<file path="config.mk">
export PLATFORM = sky130hd
export DESIGN_NAME = chipset_strobe_gen
export DESIGN_NICKNAME = d
export VERILOG_FILES = /design/src/rtl/chipset_strobe_gen.sv
export SDC_FILE = /design/constraint.sdc
export NUM_CORES = 1
export LEC_CHECK = 0
export ABC_AREA = 1
export CORE_AREA = 2 2 39 41
export CTS_BUF_LIST = sky130_fd_sc_hd__clkbuf_4 sky130_fd_sc_hd__clkbuf_8
export DETAILED_ROUTE_END_ITERATION = 16
export DIE_AREA = 0 0 41 43
export PLACE_DENSITY = 0.7
export SLEW_MARGIN = 20
export SYNTH_ARGS = -nofsm -noshare
export SYNTH_HDL_FRONTEND = slang
export SYNTH_SLANG_ARGS = --single-unit
export TNS_END_PERCENT = 30
</file>
<file path="constraint.sdc">
create_clock -name clk -period 1.1 [get_ports clk]
set_input_delay 0.33 -clock clk [delete_from_list [all_inputs] [get_ports clk]]
set_output_delay 0.33 -clock clk [all_outputs]
set_load 0.01 [all_outputs]
</file>
<file path="src/rtl/chipset_strobe_gen.sv">
module chipset_strobe_gen #(
  parameter int ECLK_DIV = 10
) (
  input  logic clk,
  input  logic rst_n,
  output logic en7_rise,
  output logic en7_fall,
  output logic ph7_lead,
  output logic ph7_lag,
  output logic cclk,
  output logic eclk_en
);

  localparam int EW = (ECLK_DIV > 2) ? $clog2(ECLK_DIV) : 1;
  localparam logic [EW-1:0] E_LAST = EW'(ECLK_DIV - 1);
  localparam logic [EW-1:0] E_PRE  = EW'(ECLK_DIV - 2);

  logic [1:0]    q;
  logic [EW-1:0] per;
  logic          wrap;

  assign wrap = (q == 2'd3);

  always_ff @(posedge clk or negedge rst_n) begin
    if (!rst_n) begin
      q        <= 2'd0;
      per      <= '0;
      en7_rise <= 1'b1;
      en7_fall <= 1'b0;
      ph7_lead <= 1'b1;
      ph7_lag  <= 1'b0;
      cclk     <= 1'b0;
      eclk_en  <= 1'b0;
    end else begin
      q        <= q + 2'd1;
      en7_rise <= wrap;
      en7_fall <= (q == 2'd1);
      ph7_lead <= wrap || (q == 2'd0);
      ph7_lag  <= (q == 2'd0) || (q == 2'd1);
      cclk     <= cclk ^ wrap;
      eclk_en  <= wrap && (per == E_PRE);
      if (wrap)
        per <= (per == E_LAST) ? '0 : per + 1'b1;
    end
  end

  a_r2_rise_period: assert property (@(posedge clk) disable iff (!rst_n)
    en7_rise |-> ##4 en7_rise);
  a_r2_rise_single: assert property (@(posedge clk) disable iff (!rst_n)
    en7_rise |=> !en7_rise);
  a_r3_fall_after_rise: assert property (@(posedge clk) disable iff (!rst_n)
    en7_rise |-> ##2 en7_fall);
  a_r5_lag_follows_rise: assert property (@(posedge clk) disable iff (!rst_n)
    $rose(ph7_lead) |=> ph7_lag);
  a_r5_lag_follows_fall: assert property (@(posedge clk) disable iff (!rst_n)
    $fell(ph7_lead) |=> !ph7_lag);
  a_r6_cclk_on_rise: assert property (@(posedge clk) disable iff (!rst_n)
    !$stable(cclk) |-> en7_rise);
  a_r7_eclk_on_rise: assert property (@(posedge clk) disable iff (!rst_n)
    eclk_en |-> en7_rise);
  a_r9_rise_fall_excl: assert property (@(posedge clk) disable iff (!rst_n)
    $onehot0({en7_rise, en7_fall}));

endmodule

</file>
==> out/qor.txt <==
status -> finished with violations
failing checks -> negative setup slack
placement row count -> 14
Port Buf Inserts -> 7
total track usage -> 11.6%
Synth Warn # -> 0
worst rel slew slack -> 82.2%
H-tree depth -> 1
vias in the first global route -> 285
largest net degree at the start of global routing -> 13
Sequential Power Share -> 54.6%
Final Hold Viols -> 0
Net Count, Synth -> 45
detailed-route via count -> 299
CTS clk-pin slew, worst paths -> 80 ps
Synth Cell Area -> 473 um^2
Comb pwr share -> 2.5%
P_int -> 652 uW
top cells by area, synth -> dfrtp_1, dfstp_2, ha_1, inv_1, xor2_1
Clk network pwr share -> 42.9%
CP top delay family -> flip-flops
Slew Limit Fails -> 0
fmax -> 821 MHz
CP endpoint kind -> primary output
worst hold path type -> input pin to asynchronous set/reset pin
DRC Markers -> 0
Net Sw Power -> 155 uW
post_cts resized -> 27
WL/cell -> 10.8 um
sequential-to-total area share from yosys stat -> 64.0%
CTS Hold Buffers Added -> 0
highest-delay cell along the critical path -> dfstp_2
Post-Syn Instances -> 40
grt total ovfl -> 0
Worst Path Buf+Inv -> 1
fin crit share -> 111%
R2R cell count -> 4
postcts setup bufs -> 0
starting DRC count in detailed routing -> 5
clk buf depth -> 2
synth unique cells -> 16
post-route ant nets -> 0
Initial DRT Pass Iterations -> 3
Final setup violation count -> 4
CTS sink count -> 12
# IOs -> 8
Antenna diodes -> 0
Critical Setup Path Class -> register to primary output
GP Congestion -> 0.715
min Tclk post-route -> 1220 ps
Max-Cap Viols -> 0
Die ar. -> 1760 um^2
Initial Util -> 34.2%
VDD IR max -> 0.000513 V
Worst-Margin Slew -> 265 ps
Power Density -> 1250 nW/um^2
LEAKAGE -> 0.329 nW
Worst EP arrival -> 890 ps
Area Overhead vs Synth -> 36.2%
chip height -> 43 um
CP required -> 770 ps
skew final -> 7.08 ps
mean post-synth cell area -> 11.8 um^2
CTS tree -> yes
routed vias/inst -> 4.27
Setup WS pre-CTS -> -254 ps
core area -> 1380 um^2
Final Worst Setup Slack -> -118 ps
CP Max Fanout -> 1
Worst path max stage delay -> 530 ps
Synth area leader -> dfrtp_1
post-synth top area share -> 52.9%
Filler Cell Count -> 131
RSZ-0062 raised after global routing -> true
fraction of layout cells with a size suffix above 1 -> 35.2%
clock latency on the worst-skew pair -> 270 ps
nets -> 60
Inserted Clock Buffers -> 3
startpoint types -> register
global-route wire length before repair -> 1230 um
initial antenna violation count -> 0
die width -> 41 um
post-synthesis register bit count -> 12
WL final -> 756 um
Crit path depth -> 1
root buf cell -> clkbuf_4
dpl hpwl -> 561 um
Min Hold Slack -> 380 ps
CP Cell Sequence -> buf_6
Switching Fraction -> 19.2%
==> layer usage <==
layer / global-route usage (%) / vias up / routed length [um]
met5: 0 / - / 0
met4: 12.0 / 0 / 14
met3: 3.14 / 2 / 44
met2: 15.3 / 9 / 368
met1: 13.8 / 137 / 328
li1: - / 151 / -
==> power by group through the flow <==
| stage | clock network [mW] | logic (mW) | registers (mW) |
|---|---|---|---|
| floorplan | 0 | 0.000000106 | 0.450 |
| global placement | 0 | 0.0205 | 0.450 |
| detailed placement | 0 | 0.0211 | 0.450 |
| CTS | 0.359 | 0.0212 | 0.441 |
| global route | 0.384 | 0.0221 | 0.441 |
| finish | 0.346 | 0.0198 | 0.441 |
==> cell type report <==
cell class,count,area [um^2],area share [%]
inverters,7,26.3,4.08
multi-input cells,20,151,23.5
flip-flops and latches,12,303,47.0
well taps,16,20.0,3.11
clock buffers,4,36.3,5.63
repair buffers,11,108,16.7
==> logic make-up after synthesis <==
| group | share of synthesized area [%] |
|---|---|
| buffers and inverters | 6.61 |
| adder cells (fa/ha/maj) | 7.94 |
| flip-flops | 64.0 |
| XOR/XNOR | 5.56 |
| AND/OR/NAND/NOR | 14.8 |
| AO/OA/AOI/OAI | 1.06 |
==> layout by cell type, fill, tap and decap left out, types with 2 or more instances in the layout <==
cell | Yosys | routed
dfrtp_1 | 10 | 10
inv_1 | 7 | 7
nand2_1 | 4 | 4
buf_6 | 0 | 4
xor2_1 | 3 | 3
clkbuf_4 | 0 | 3
buf_4 | 0 | 3
nand3_1 | 2 | 2
ha_1 | 3 | 2
dfstp_2 | 2 | 2
buf_2 | 1 | 2
==> path summary, 6_finish.rpt <==
kind / start / to / slack (ps)
setup / recovery: en7_rise$_DFF_PN1_ / en7_rise / -120
hold / removal: rst_n / per[0]$_DFFE_PN0P_ / 380
setup reg to reg: q[0]$_DFF_PN0_ / ph7_lag$_DFF_PN0_ / 30
hold reg to reg: per[1]$_DFFE_PN0P_ / eclk_en$_DFF_PN0_ / 490
max in group asynchronous: rst_n / ph7_lead$_DFF_PN1_ / 520
min in group clk: per[1]$_DFFE_PN0P_ / eclk_en$_DFF_PN0_ / 490
==> stage by stage <==
step           setup TNS [ps]  area (um^2)  instances  utilization, %  total power, mW
6_report                 -257          644         70            46.6            0.807
5_1_grt                  -516          644         70            46.6            0.847
4_1_cts                  -324          622         70            44.9            0.821
3_5_place_dp             -792          601         66            43.4            0.471
3_3_place_gp             -725          601         66            43.4            0.470
2_1_floorplan               0          475         40               -            0.450
==> synthesized netlist by cell type, drive strengths merged <==
master	number
a21oi	1
buf	1
dfrtp	10
dfstp	2
ha	3
inv	7
nand2	5
nand3	2
nand4	1
nor2	2
nor3	1
nor4	1
or2	1
xor2	3
==> sequential cells by signal (all words and copies together) (netlist names) <==
| name | cells |
|---|---|
| eclk_en | 1 |
| per | 4 |
| en7_rise | 1 |
| q | 2 |
| ph7_lead | 1 |
| en7_fall | 1 |
| ph7_lag | 1 |
| cclk | 1 |
(Power assumes the default switching activity.)
